### src/rtl/manch_word_pkg.sv
package manch_word_pkg;

  typedef enum logic [2:0] {
    PH_IDLE,
    PH_SYNC_LEAD,
    PH_SYNC_TRAIL,
    PH_BIT_LEAD,
    PH_BIT_TRAIL,
    PH_PAR_LEAD,
    PH_PAR_TRAIL
  } phase_t;

  typedef struct packed {
    logic   startWord;   // copy holding register into shifter
    logic   firstWord;   // start from idle: take live sync select
    logic   sampleNext;  // busy-fall edge: capture sync for next word
    logic   shiftBit;    // end of a data bit cell
    phase_t phase;
  } enc_ctl_t;

endpackage

### src/rtl/manch_word_ctl.sv
module manch_word_ctl
  import manch_word_pkg::*;
#(
  parameter int HALF_CLKS = 6,
  parameter int DATA_W    = 16
) (
  input  logic     clk,
  input  logic     pocN,
  input  logic     encEnable,
  output enc_ctl_t ctl,
  output logic     txBusy
);

  localparam int SYNC_HALVES = 3;
  localparam int HEAD_HALVES = 2 * SYNC_HALVES;
  localparam int DATA_END    = HEAD_HALVES + 2 * DATA_W;
  localparam int WORD_HALVES = DATA_END + 2;
  localparam int BUSY_HALVES = 2 * DATA_W;
  localparam int HW          = $clog2(WORD_HALVES);
  localparam int SW          = (HALF_CLKS > 1) ? $clog2(HALF_CLKS) : 1;

  logic          active;
  logic          contNext;
  logic [HW-1:0] halfIdx;
  logic [SW-1:0] subCnt;
  logic          lastSub;
  logic          lastHalf;
  logic          busyEnd;

  assign lastSub  = (subCnt == SW'(HALF_CLKS - 1));
  assign lastHalf = (halfIdx == HW'(WORD_HALVES - 1));
  assign busyEnd  = active && lastSub && (halfIdx == HW'(BUSY_HALVES - 1));

  always_ff @(posedge clk or negedge pocN) begin
    if (!pocN) begin
      active   <= 1'b0;
      contNext <= 1'b0;
      halfIdx  <= '0;
      subCnt   <= '0;
    end else begin
      if (!active) begin
        if (encEnable) begin
          active  <= 1'b1;
          halfIdx <= '0;
          subCnt  <= '0;
        end
      end else if (lastSub) begin
        subCnt <= '0;
        if (lastHalf) begin
          halfIdx <= '0;
          active  <= contNext;
        end else begin
          halfIdx <= halfIdx + 1'b1;
        end
      end else begin
        subCnt <= subCnt + 1'b1;
      end
      if (busyEnd) contNext <= encEnable;
    end
  end

  always_comb begin
    ctl.startWord  = (!active && encEnable) ||
                     (active && lastSub && lastHalf && contNext);
    ctl.firstWord  = !active;
    ctl.sampleNext = busyEnd;
    ctl.shiftBit   = active && lastSub && halfIdx[0] &&
                     (halfIdx >= HW'(HEAD_HALVES)) && (halfIdx < HW'(DATA_END));
    if (!active)                            ctl.phase = PH_IDLE;
    else if (halfIdx < HW'(SYNC_HALVES))    ctl.phase = PH_SYNC_LEAD;
    else if (halfIdx < HW'(HEAD_HALVES))    ctl.phase = PH_SYNC_TRAIL;
    else if (halfIdx < HW'(DATA_END))       ctl.phase = halfIdx[0] ? PH_BIT_TRAIL : PH_BIT_LEAD;
    else                                    ctl.phase = halfIdx[0] ? PH_PAR_TRAIL : PH_PAR_LEAD;
  end

  assign txBusy = active && (halfIdx < HW'(BUSY_HALVES));


  half_hold_chk: assert property (@(posedge clk) disable iff (!pocN)
    (active && !lastSub) |=> $stable(halfIdx));


  busy_tail_chk: assert property (@(posedge clk) disable iff (!pocN)
    $fell(txBusy) |-> active);


  stop_idle_chk: assert property (@(posedge clk) disable iff (!pocN)
    (active && lastSub && lastHalf && !contNext) |=> (!txBusy && ctl.phase == PH_IDLE));


  chain_busy_chk: assert property (@(posedge clk) disable iff (!pocN)
    (active && lastSub && lastHalf && contNext) |=> txBusy);

endmodule

### src/rtl/manch_word_dp.sv
module manch_word_dp
  import manch_word_pkg::*;
#(
  parameter int DATA_W = 16
) (
  input  logic              clk,
  input  logic              pocN,
  input  logic              loadN,
  input  logic [DATA_W-1:0] dataIn,
  input  logic              syncSel,
  input  enc_ctl_t          ctl,
  output logic              txPos,
  output logic              txNeg
);

  logic [DATA_W-1:0] holdReg;
  logic [DATA_W-1:0] shiftReg;
  logic              syncType;
  logic              pendSync;
  logic              parityBit;
  logic              level;

  always_ff @(posedge clk or negedge pocN) begin
    if (!pocN) begin
      holdReg   <= '0;
      shiftReg  <= '0;
      syncType  <= 1'b0;
      pendSync  <= 1'b0;
      parityBit <= 1'b0;
    end else begin
      if (!loadN) holdReg <= dataIn;
      if (ctl.sampleNext) pendSync <= syncSel;
      if (ctl.startWord) begin
        shiftReg  <= holdReg;
        syncType  <= ctl.firstWord ? syncSel : pendSync;
        parityBit <= ~^holdReg;
      end else if (ctl.shiftBit) begin
        shiftReg <= {shiftReg[DATA_W-2:0], 1'b0};
      end
    end
  end

  always_comb begin
    unique case (ctl.phase)
      PH_SYNC_LEAD:  level = syncType;
      PH_SYNC_TRAIL: level = ~syncType;
      PH_BIT_LEAD:   level = shiftReg[DATA_W-1];
      PH_BIT_TRAIL:  level = ~shiftReg[DATA_W-1];
      PH_PAR_LEAD:   level = parityBit;
      PH_PAR_TRAIL:  level = ~parityBit;
      default:       level = 1'b1;
    endcase
  end

  assign txPos = (ctl.phase == PH_IDLE) ? 1'b1 : level;
  assign txNeg = (ctl.phase == PH_IDLE) ? 1'b1 : ~level;


  idle_pair_chk: assert property (@(posedge clk) disable iff (!pocN)
    (ctl.phase == PH_IDLE) |-> (txPos && txNeg));


  complement_chk: assert property (@(posedge clk) disable iff (!pocN)
    (ctl.phase != PH_IDLE) |-> (txPos != txNeg));


  hold_keep_chk: assert property (@(posedge clk) disable iff (!pocN)
    loadN |=> $stable(holdReg));


  lead_trail_chk: assert property (@(posedge clk) disable iff (!pocN)
    (ctl.phase == PH_BIT_LEAD && ctl.shiftBit == 1'b0) |=>
      (ctl.phase == PH_BIT_LEAD || ctl.phase == PH_BIT_TRAIL));

endmodule

### src/rtl/manch_word_enc.sv
module manch_word_enc
  import manch_word_pkg::*;
#(
  parameter int HALF_CLKS = 6,
  parameter int DATA_W    = 16
) (
  input  logic              clk,
  input  logic              pocN,
  input  logic              loadN,
  input  logic [DATA_W-1:0] dataIn,
  input  logic              encEnable,
  input  logic              syncSel,
  output logic              txPos,
  output logic              txNeg,
  output logic              txBusy
);

  enc_ctl_t ctl;

  manch_word_ctl #(.HALF_CLKS(HALF_CLKS), .DATA_W(DATA_W)) uCtl (
    .clk       (clk),
    .pocN      (pocN),
    .encEnable (encEnable),
    .ctl       (ctl),
    .txBusy    (txBusy)
  );

  manch_word_dp #(.DATA_W(DATA_W)) uDp (
    .clk     (clk),
    .pocN    (pocN),
    .loadN   (loadN),
    .dataIn  (dataIn),
    .syncSel (syncSel),
    .ctl     (ctl),
    .txPos   (txPos),
    .txNeg   (txNeg)
  );

endmodule

### config.mk
export PLATFORM = sky130hd
export DESIGN_NAME = manch_word_enc
export DESIGN_NICKNAME = d
export VERILOG_FILES = /design/src/rtl/manch_word_pkg.sv /design/src/rtl/manch_word_ctl.sv /design/src/rtl/manch_word_dp.sv /design/src/rtl/manch_word_enc.sv
export SDC_FILE = /design/constraint.sdc
export NUM_CORES = 1
export LEC_CHECK = 0
export ABC_CLOCK_PERIOD_IN_PS = 2400
export BUFFER_PORTS_ARGS = -buffer_cell sky130_fd_sc_hd__buf_2
export CAP_MARGIN = 20
export CORE_ASPECT_RATIO = 0.7
export CORE_MARGIN = 1.5
export CORE_UTILIZATION = 53
export CTS_CLUSTER_SIZE = 12
export DETAILED_ROUTE_END_ITERATION = 12
export PLACE_DENSITY = 0.76
export SYNTH_ARGS = -nofsm -noshare
export SYNTH_HDL_FRONTEND = slang
export SYNTH_HIERARCHICAL = 1
export SYNTH_SLANG_ARGS = --single-unit
### constraint.sdc
create_clock -name clk -period 2.4 [get_ports clk]
set_clock_uncertainty 0.05 [all_clocks]
set_input_delay 0.48 -clock clk [delete_from_list [all_inputs] [get_ports clk]]
set_output_delay 0.48 -clock clk [all_outputs]
set_load 0.02 [all_outputs]
After elaboration in Yosys (flattened, before gate mapping). Index checks and enable logic that the tools add are counted.

Output and inout bits: 3. Register bits after elaboration: 46. Logic and storage cells: 69.

Mux-type cells: 23. $add $sub $neg: 2. Equality and inequality tests: 10. Bitwise logic cells: 4. Magnitude comparators: 5. Reductions and logical operators: 16.

Operators by type and width (count): $mux 16 (2); $mux 3 (8); $mux 6 (4); $reduce_xnor 16->1 (1); $eq 3x3->1 const B (4); $lt 6x6->1 const B (2); $logic_and 1x1->1 (9); $mux 1 (7); $add 6x1->6 const B (1); $eq 3x2->1 const B (2); $eq 6x5->1 const B (1); $eq 6x6->1 const B (1); $ge 6x3->1 const B (1); $lt 6x2->1 const B (1); $lt 6x3->1 const B (1); $pmux 1 s6 (1); $not 1->1 (4); $reduce_bool 2->1 (2); $add 3x1->3 const B (1); $eq 3x1->1 const B (1); $logic_not 3->1 (1); $mux 2 (1); $ne 2x2->1 const B (1); $reduce_and 2->1 (1); 2 further kinds (2).

Longest topological paths before layout. Gate-level depths: netlist of run 1.

Depth after elaboration: 9. Depth in mapped cells: 10. Mapped depth without buffers: 9.

Hierarchy. Netlist of run 1, hierarchy kept.

Modules (own cells, without submodules): manch_word_dp (sequential area each 875.8 µm², instances 1, area each 1611.5 µm², cells each 136); manch_word_ctl (sequential area each 275.3 µm², instances 1, area each 768.2 µm², cells each 80).

Worst setup path before layout of run 1. Ideal clock, no wire load.

Path kind: reg2out. Start: register uCtl.halfIdx[3]. End: output txNeg. Path slack: -295 ps. Data required time: 1870 ps. Arrival: 2165 ps. Cell stages (with the launch flop): 8. Path through: dfrtp_1 or2_1 o21ai_1 ha_1 a21oi_1 nand2_1 o211ai_1 o31ai_1.

RTL lines: from (decl) (RTL line manch_word_ctl.sv:24) `logic [HW-1:0] halfIdx;`; from (signal assigned) (RTL line manch_word_ctl.sv:53) `halfIdx <= halfIdx + 1'b1;`; to (decl) (RTL line manch_word_enc.sv:14) `output logic txNeg,`.

==> results of run 1 <==
critical path: stages (launching register included):
cell      delay (ns)
dfrtp_1         0.42
or2_1           0.27
o21ai_2         0.21
ha_4            0.23
a21oi_4         0.18
o22ai_1         0.12
o21ai_1         0.14
o211ai_1        0.13
o31ai_2         0.08
buf_4           0.17
power groups by stage:
stage	Combinational [mW]	Clock, mW	Sequential [mW]
after floorplan	0.725	0	1.13
after global placement	0.987	0	1.17
after detailed placement	1.02	0	1.19
after CTS	1.14	0.440	1.19
after global routing	1.28	0.467	1.23
final	1.16	0.432	1.19
stage by stage:
step	setup slack (ns)	instance area, µm²	hold slack, ns
after floorplan	-0.239	2390	0.134
after global placement	-0.0382	2650	0.350
after detailed placement	-0.139	2650	0.349
after CTS	-0.316	2800	0.0332
after global routing	-0.524	2810	0.0379
final	-0.370	2810	0.0239
path summary, 6_finish.rpt:
check | depth (start not counted) | endpoint | slack, ns | startpoint
worst max register to register | 7 | uDp/parityBit | 0.18 | uCtl/halfIdx[1]
worst min-delay path | 1 | uDp/shiftReg[9] | 0.02 | pocN
worst min register to register | 1 | uCtl/contNext | 0.45 | uCtl/contNext
worst max-delay path | 9 | txNeg | -0.37 | uCtl/halfIdx[4]
min in group clk | 2 | uDp/holdReg[14] | 0.37 | dataIn[14]
max in group asynchronous | 2 | uDp/shiftReg[1] | 1.73 | pocN
placed cells by master (no fill, tap or decap), drive strengths merged, types with 5 or more instances in the layout:
| master | count |
|---|---|
| buf | 44 |
| clkbuf | 7 |
| dfrtp | 46 |
| inv | 5 |
| mux2 | 21 |
| mux2i | 18 |
| nand2 | 25 |
| nand3 | 7 |
| nor2 | 5 |
| o21ai | 21 |
| xnor2 | 13 |
cell type report:
cell class,count,area (µm²)
Inverter,5,18.8
Sequential cell,46,1150
Fill cell,338,1520
Multi-Input combinational cell,152,1220
Clock buffer,7,76.3
Tap cell,55,68.8
Timing Repair Buffer,44,275
cell families (layout without fill, tap and decap cells):
family,after synthesis,in the layout,share of synthesized area
and+or+nand+nor,53,53,0.120
DFF,46,46,0.484
AOI/OAI and AO/OA,42,42,0.115
muxes,39,39,0.177
buffers and inverters,18,56,0.0337
xor gates and xnor gates,15,15,0.0552
adders and majority gates,3,3,0.0158
layer usage:
metal / vias to the layer above / GRT usage / share of wire / routed length [µm]
li1: 843 / - / - / -
met1: 826 / 0.322 / 0.50 / 2350
met2: 51 / 0.321 / 0.43 / 2010
met3: 9 / 0.0446 / 0.058 / 275
met4: 0 / 0.0786 / 0.017 / 78
met5: - / 0 / 0 / 0
repair_timing:
action | 4_1_cts | 5_1_grt
buffers inserted | 2 | 1
gates resized for setup | 10 | 2
pin swaps | 2 | 5
endpoints found under the setup margin | 2 | 2
flip-flops by register name, indices dropped and copies added, names as in the netlist:
name / cells
uCtl/active: 1
uCtl/contNext: 1
uCtl/halfIdx: 6
uCtl/subCnt: 3
uDp/holdReg: 16
uDp/parityBit: 1
uDp/pendSync: 1
uDp/shiftReg: 16
uDp/syncType: 1
==> results.py, run 1 <==
metrics = {
    "status": {
        "status": "finished with violations",
        "violations": "negative setup slack",
    },
    "drt": {
        "wl_per_cell_um": 15.3,
        "drt_drc_violations_left": 0,
        "totalWireLength_um": 4720,
        "via_per_inst": 5.60,
        "vias": 1729,
        "ant_nets": 0,
        "drt_first_pass_iters": 4,
        "drt_iter0_drc": 180,
    },
    "grt": {
        "grt_pass1_vias": 1689,
        "antenna_found_initial": 0,
        "grt_overflow": 0,
        "grt_pass1_wl_um": 8190,
        "grtUsageTotal": 0.217,
        "grt_start_max_net_pins": 27,
    },
    "timing": {
        "tightest_slew_ns": 0.353,
        "finalMaxSlewViolations": 0,
        "setup_viol": 2,
        "slew-limit-headroom": 0.765,
        "grt_setup_unrepaired": "true",
        "hold_violations": 0,
        "finalCritPeriodShare": 1.15,
        "fmax_mhz": 361,
        "setup_tns_ns": -0.675,
        "fin_crit_ns": 2.77,
        "setup_slack_ns": -0.370,
    },
    "setup_path": {
        "worstPathArrival_ns": 2.24,
        "setup.worst_path.start_class": "register",
        "cp.required_ns": 1.87,
        "path_class": "register to primary output",
        "cp_max_fo": 5,
        "crit_path_end_kind": "primary output",
    },
    "logic_synthesis": {
        "syn_area_per_cell_um2": 11.0,
        "synth_warnings": 6,
        "synth_top_area_share": 0.484,
        "syn-cell-area_um2": 2380,
        "yosys.area.top_type": "dfrtp_1",
        "syn-num-nets": 240,
        "synthDistinctLibCells": 43,
        "ys_top_cells_by_area": "dfrtp_1, mux2_2, mux2i_1",
        "synth-seq-cells": 46,
        "synth_cells": 216,
        "yosys-top-cells-count": "dfrtp_1, nand2_1, o21ai_0",
        "ys.flop_type": "dfrtp_1",
        "synth-edff-count": 0,
        "synth_seq_area_share": 0.484,
        "synthArstFlopShare": 1.00,
        "yosysMostFrequentCell": "dfrtp_1",
    },
    "floorplan": {
        "dieArea_um2": 4910,
        "die_height_um": 59.1,
        "start_util": 0.550,
        "io_pins": 24,
        "die_w_um": 83.1,
        "rows": 20,
        "core_area_um2": 4330,
    },
    "run": {
        "max_cap_viol_count": 0,
    },
    "clocking": {
        "cts_sinks": 46,
        "cts_hold_buf": 0,
        "cts_tree": "yes",
        "clk_pin_slew_ns": 0.08,
        "clk_path_buf_depth": 2,
        "htree_levels": 2,
        "cts_buffers": 5,
        "cts_root_buf": "clkbuf_8",
        "clkLatencyLatePin_ns": 0.29,
    },
    "placement": {
        "portBuffers": 23,
        "place.gp.congestion": 0.929,
        "dp.cells": 299,
        "hpwl_um": 3450,
    },
    "min_path": {
        "hold_path.class": "input pin to asynchronous set/reset pin",
    },
    "finish": {
        "antenna_cells": 0,
        "drive_gt1_frac": 0.323,
        "stdcell_count": 309,
        "fin_util": 0.650,
        "nNetsFinal": 278,
        "syn2layout_area_growth_pct": 18.2,
    },
    "pwr": {
        "p_int_mw": 1.78,
        "finalPower_mw": 2.78,
        "irDropWorstVdd_mv": 0.883,
        "power_frac_comb": 0.417,
        "swShare": 0.360,
        "power.switching_mw": 1.00,
        "share_seq_of_total_power": 0.428,
        "clockPowerShare": 0.155,
        "leakagePower_nw": 1.20,
        "power_density_nw_per_um2": 990,
    },
}
(Power assumes the default switching activity.)
==> run 2: changes to the inputs <==
ABC_CLOCK_PERIOD_IN_PS = 2800   (was 2400)
CORE_UTILIZATION = 58   (was 53)
PLACE_DENSITY = 0.79   (was 0.76)
REMOVE_ABC_BUFFERS = 1   (was unset)
SKIP_LAST_GASP = 1   (was unset)
clock period = 2.8 ns   (was 2.4 ns; I/O delays follow)
==> results.py, run 2 (synthesized netlist as in run 1, its figures left out) <==
metrics = {
    "status": {
        "status": "finished with violations",
        "violations": "negative setup slack",
    },
    "run": {
        "max_cap_viol_count": 0,
    },
    "timing": {
        "setup_tns_ns": -0.0471,
        "grt_setup_unrepaired": "true",
        "fin_crit_ns": 2.85,
        "setup_viol": 1,
        "finalCritPeriodShare": 1.02,
        "tightest_slew_ns": 0.661,
        "hold_violations": 0,
        "slew-limit-headroom": 0.559,
        "finalMaxSlewViolations": 0,
        "setup_slack_ns": -0.0471,
        "fmax_mhz": 351,
    },
    "grt": {
        "antenna_found_initial": 0,
        "grt_overflow": 0,
        "grt_pass1_vias": 1746,
        "grt_start_max_net_pins": 34,
        "grtUsageTotal": 0.271,
        "grt_pass1_wl_um": 8920,
    },
    "floorplan": {
        "die_height_um": 56.6,
        "rows": 19,
        "start_util": 0.607,
        "dieArea_um2": 4500,
        "core_area_um2": 3920,
        "die_w_um": 79.6,
        "io_pins": 24,
    },
    "clocking": {
        "clk_path_buf_depth": 2,
        "cts_sinks": 46,
        "cts_buffers": 5,
        "cts_root_buf": "clkbuf_8",
        "clk_pin_slew_ns": 0.09,
        "clkLatencyLatePin_ns": 0.30,
        "htree_levels": 2,
        "cts_tree": "yes",
    },
    "setup_path": {
        "cp_max_fo": 4,
        "path_cells": "or2_1 -> o21ai_2 -> ha_4 -> a21oi_4 -> o22ai_1 -> o21ai_1 -> o211ai_1 -> o31ai_1 -> buf_2",
        "crit_path_end_kind": "primary output",
        "cpMaxStageDelayCell": "dfrtp_1",
        "path_class": "register to primary output",
        "slowest_delay_ns": 0.43,
        "worstPathArrival_ns": 2.24,
        "cp.required_ns": 2.19,
        "setup.worst_path.start_class": "register",
    },
    "placement": {
        "portBuffers": 23,
        "hpwl_um": 3580,
        "place.gp.congestion": 0.944,
        "placed_area_um2": 2590,
    },
    "finish": {
        "syn2layout_area_growth_pct": 19.3,
        "antenna_cells": 0,
        "fin_area_um2": 2840,
        "layout_common_cells": "dfrtp_1, nand2_1, buf_2, o21ai_0",
        "nNetsFinal": 271,
        "largestRegisters": "uDp/holdReg: 16 flops, uDp/shiftReg: 16 flops, uCtl/halfIdx: 6 flops",
        "drive_gt1_frac": 0.319,
        "mostFrequentLayoutCell": "dfrtp_1",
    },
    "drt": {
        "vias": 1789,
        "drt_first_pass_iters": 4,
        "ant_nets": 0,
        "totalWireLength_um": 5510,
        "via_per_inst": 5.96,
        "wl_per_cell_um": 18.4,
        "drt_iter0_drc": 157,
        "drt_drc_violations_left": 0,
    },
    "min_path": {
        "hold_path.class": "input pin to asynchronous set/reset pin",
    },
    "pwr": {
        "power_density_nw_per_um2": 909,
        "leakagePower_nw": 1.19,
        "irDropWorstVdd_mv": 0.445,
    },
}
==> run 2: changes by cell type in the layout (fill, tap and decap cells not counted), moves of 2 or more <==
cell,before,now
dfrtp_1,45,43
bufinv_16,0,2
buf_4,22,12
clkbuf_1,2,0
dfrtp_2,1,3
==> run 2: area by class of cell <==
type	instances	area (µm²)
Fill cell	279	1080
Clock inverter	2	60.1
Inverter	5	18.8
Clock buffer	6	82.6
Tap cell	52	65.1
Sequential cell	46	1150
Timing Repair Buffer	37	236
Multi-Input combinational cell	152	1220
==> run 2: what timing repair did <==
action	CTS	global route
pin swaps	8	1
endpoints found under the setup margin	2	2
setup buffers	5	0
gates resized for setup	15	0
hold buffers	0	0
==> run 2: stage by stage <==
step                      instances  total power, mW  utilization  hold slack (ns)  worst slack (ns)
final                           300             2.58        0.724            0.234           -0.0471
after floorplan                 203             1.55            -            0.214             -1.04
after global placement          287             1.76        0.659            0.419             0.205
after detailed placement        287             1.81        0.659            0.435            0.0968
after CTS                       300             2.55        0.724            0.253           -0.0212
after global routing            300             2.70        0.724            0.281            -0.163
==> run 2: worst max-delay path, delay by kind of cell (launching register included) <==
family	cells	cell delay, ns
compound gates	6	0.83
fa+ha+maj	1	0.24
buf+inv	1	0.20
flops	1	0.43
simple gates	1	0.25
==> run 2: report_power, final <==
part / leakage, nW / total, mW / switching [mW] / internal (mW)
clock: 0.0714 / 0.606 / 0.225 / 0.381
combinational: 0.554 / 0.917 / 0.475 / 0.442
sequential: 0.568 / 1.06 / 0.208 / 0.850
==> run 2: worst paths after layout <==
check / cells past startpoint / endpoint / from / slack, ns
max: 9 / txNeg / uCtl/halfIdx[4] / -0.05
min: 1 / uCtl/contNext / pocN / 0.23
max reg2reg: 5 / uDp/parityBit / uCtl/halfIdx[0] / 0.43
min reg2reg: 1 / uCtl/contNext / uCtl/contNext / 0.46
max in group asynchronous: 2 / uDp/shiftReg[1] / pocN / 1.87
min in group clk: 2 / uDp/holdReg[0] / dataIn[0] / 0.44
==> run 2: metal layers <==
metal | share of wire | vias to the layer above | global-route usage
li1 | - | 828 | -
met1 | 0.44 | 878 | 0.381
met2 | 0.48 | 71 | 0.401
met3 | 0.060 | 12 | 0.0699
met4 | 0.020 | 0 | 0.108
met5 | 0 | - | 0
==> run 3: changes to the inputs <==
--- a/config.mk
+++ b/config.mk
@@ -6,7 +6,6 @@
 export NUM_CORES = 1
 export LEC_CHECK = 0
-export ABC_CLOCK_PERIOD_IN_PS = 2800
 export BUFFER_PORTS_ARGS = -buffer_cell sky130_fd_sc_hd__buf_2
-export CAP_MARGIN = 20
+export CAP_MARGIN = 10
 export CORE_ASPECT_RATIO = 0.7
 export CORE_MARGIN = 1.5
==> constraint.sdc (replaced) <==
create_clock -name clk -period 2.8 [get_ports clk]
set_clock_uncertainty 0.05 [all_clocks]
set_input_delay 0.28 -clock clk [delete_from_list [all_inputs] [get_ports clk]]
set_output_delay 0.28 -clock clk [all_outputs]
set_load 0.02 [all_outputs]
==> results.py, run 3 (synthesized netlist as in run 1, its figures left out) <==
metrics = {
    "clocking": {
        "clkLatencyLatePin_ns": 0.29,
        "cts_root_buf": "clkbuf_8",
        "htree_levels": 2,
        "cts_buffers": 5,
        "cts_tree": "yes",
        "clk_path_buf_depth": 2,
        "cts_sinks": 46,
        "clk_pin_slew_ns": 0.08,
        "cts_hold_buf": 0,
    },
    "timing": {
        "fmax_mhz": 380,
        "whs_ns": 0.0802,
        "hold_violations": 0,
        "tightest_slew_ns": 0.965,
        "grt_setup_unrepaired": "false",
        "finalMaxSlewViolations": 0,
        "slew-limit-headroom": 0.356,
        "finalCritPeriodShare": 0.939,
        "fin_crit_ns": 2.63,
        "setup_viol": 0,
    },
    "pwr": {
        "leakagePower_nw": 1.12,
        "power_density_nw_per_um2": 829,
        "finalPower_mw": 2.22,
        "irDropWorstVdd_mv": 0.467,
    },
    "setup_path": {
        "cpMaxStageDelayCell": "dfrtp_2",
        "path_class": "register to primary output",
        "cp.required_ns": 2.47,
        "slowest_delay_ns": 0.45,
        "cp_max_fo": 6,
        "reg2reg_from": "uCtl/halfIdx[1]",
        "critPathLaunch": "uCtl/halfIdx[3]",
        "worstPathArrival_ns": 2.30,
        "crit_path_end_kind": "primary output",
        "reg2regPathDepth": 5,
        "path_cells": "or2_1 -> o21ai_2 -> ha_1 -> a21oi_4 -> o22ai_1 -> o21ai_1 -> o211ai_1 -> o31ai_1 -> buf_2",
        "setup.worst_path.start_class": "register",
    },
    "floorplan": {
        "die_height_um": 56.6,
        "start_util": 0.607,
        "dieArea_um2": 4500,
        "io_pins": 24,
        "rows": 19,
        "die_w_um": 79.6,
        "core_area_um2": 3920,
    },
    "finish": {
        "mostFrequentLayoutCell": "dfrtp_1",
        "layout_common_cells": "dfrtp_1, nand2_1, buf_2, o21ai_0",
        "fin_area_um2": 2670,
        "largestRegisters": "uDp/holdReg: 16 flops, uDp/shiftReg: 16 flops, uCtl/halfIdx: 6 flops",
        "syn2layout_area_growth_pct": 12.3,
        "drive_gt1_frac": 0.280,
        "antenna_cells": 0,
        "nNetsFinal": 262,
    },
    "placement": {
        "place.gp.congestion": 0.960,
        "placed_area_um2": 2520,
        "portBuffers": 23,
        "hpwl_um": 3130,
    },
    "status": {
        "status": "finished, final reports clean",
    },
    "drt": {
        "vias": 1658,
        "drt_first_pass_iters": 4,
        "totalWireLength_um": 4410,
        "via_per_inst": 5.70,
        "ant_nets": 0,
        "wl_per_cell_um": 15.1,
        "drt_drc_violations_left": 0,
        "drt_iter0_drc": 90,
    },
    "min_path": {
        "hold_path.class": "input pin to asynchronous set/reset pin",
    },
    "grt": {
        "grt_start_max_net_pins": 47,
        "antenna_found_initial": 0,
        "grt_overflow": 0,
        "grt_pass1_vias": 1543,
        "grtUsageTotal": 0.214,
        "grt_pass1_wl_um": 7310,
    },
    "run": {
        "max_cap_viol_count": 0,
    },
}
run 3: critical path, delay by kind of cell (launching register included):
kind | cells | cell delay [ns]
AO/OA/AOI/OAI | 6 | 0.78
flip-flops | 1 | 0.45
AND/OR/NAND/NOR | 1 | 0.31
adder cells (fa/ha/maj) | 1 | 0.27
buffers and inverters | 1 | 0.19
run 3: layout make-up:
class | count | area (µm²)
clock buffers | 6 | 72.6
clock inverters | 2 | 13.8
fillers | 313 | 1250
inverters | 5 | 18.8
multi-input cells | 152 | 1190
flip-flops and latches | 46 | 1160
well taps | 52 | 65.1
repair buffers | 28 | 153
run 3: final timing paths:
check / slack (ns) / to
max: 0.17 / txNeg
min: 0.08 / uCtl/subCnt[2]
max reg2reg: 0.63 / uDp/parityBit
min reg2reg: 0.44 / uCtl/contNext
max in group asynchronous: 1.94 / uCtl/halfIdx[2]
min in group clk: 0.16 / uDp/holdReg[14]
run 3: per-stage QoR:
step           instances  setup TNS [ns]  utilization  setup WS, ns
6_report             291               0        0.681         0.171
5_1_grt              291               0        0.681        0.0220
3_5_place_dp         280               0        0.643         0.254
2_1_floorplan        203          -18.47            -         -1.04
4_1_cts              288               0        0.666        0.0137
3_3_place_gp         280               0        0.643         0.342
run 3: routing by layer:
metal	up-vias	part of all wire	global-route usage
met4	0	0.0020	0.0451
met5	-	0	0
met2	38	0.46	0.308
met3	2	0.055	0.0537
met1	807	0.48	0.328
li1	811	-	-
run 3: power breakdown:
part | switching, mW | total, mW | internal, mW
logic | 0.391 | 0.764 | 0.373
registers | 0.210 | 1.06 | 0.851
clock network | 0.214 | 0.391 | 0.176
total | 0.816 | 2.22 | 1.40
run 3: what timing repair did:
item                       CTS  global route
setup endpoints to repair    1             2
gates resized for setup      1            10
setup buffers                0             3
pin swaps                    0             0
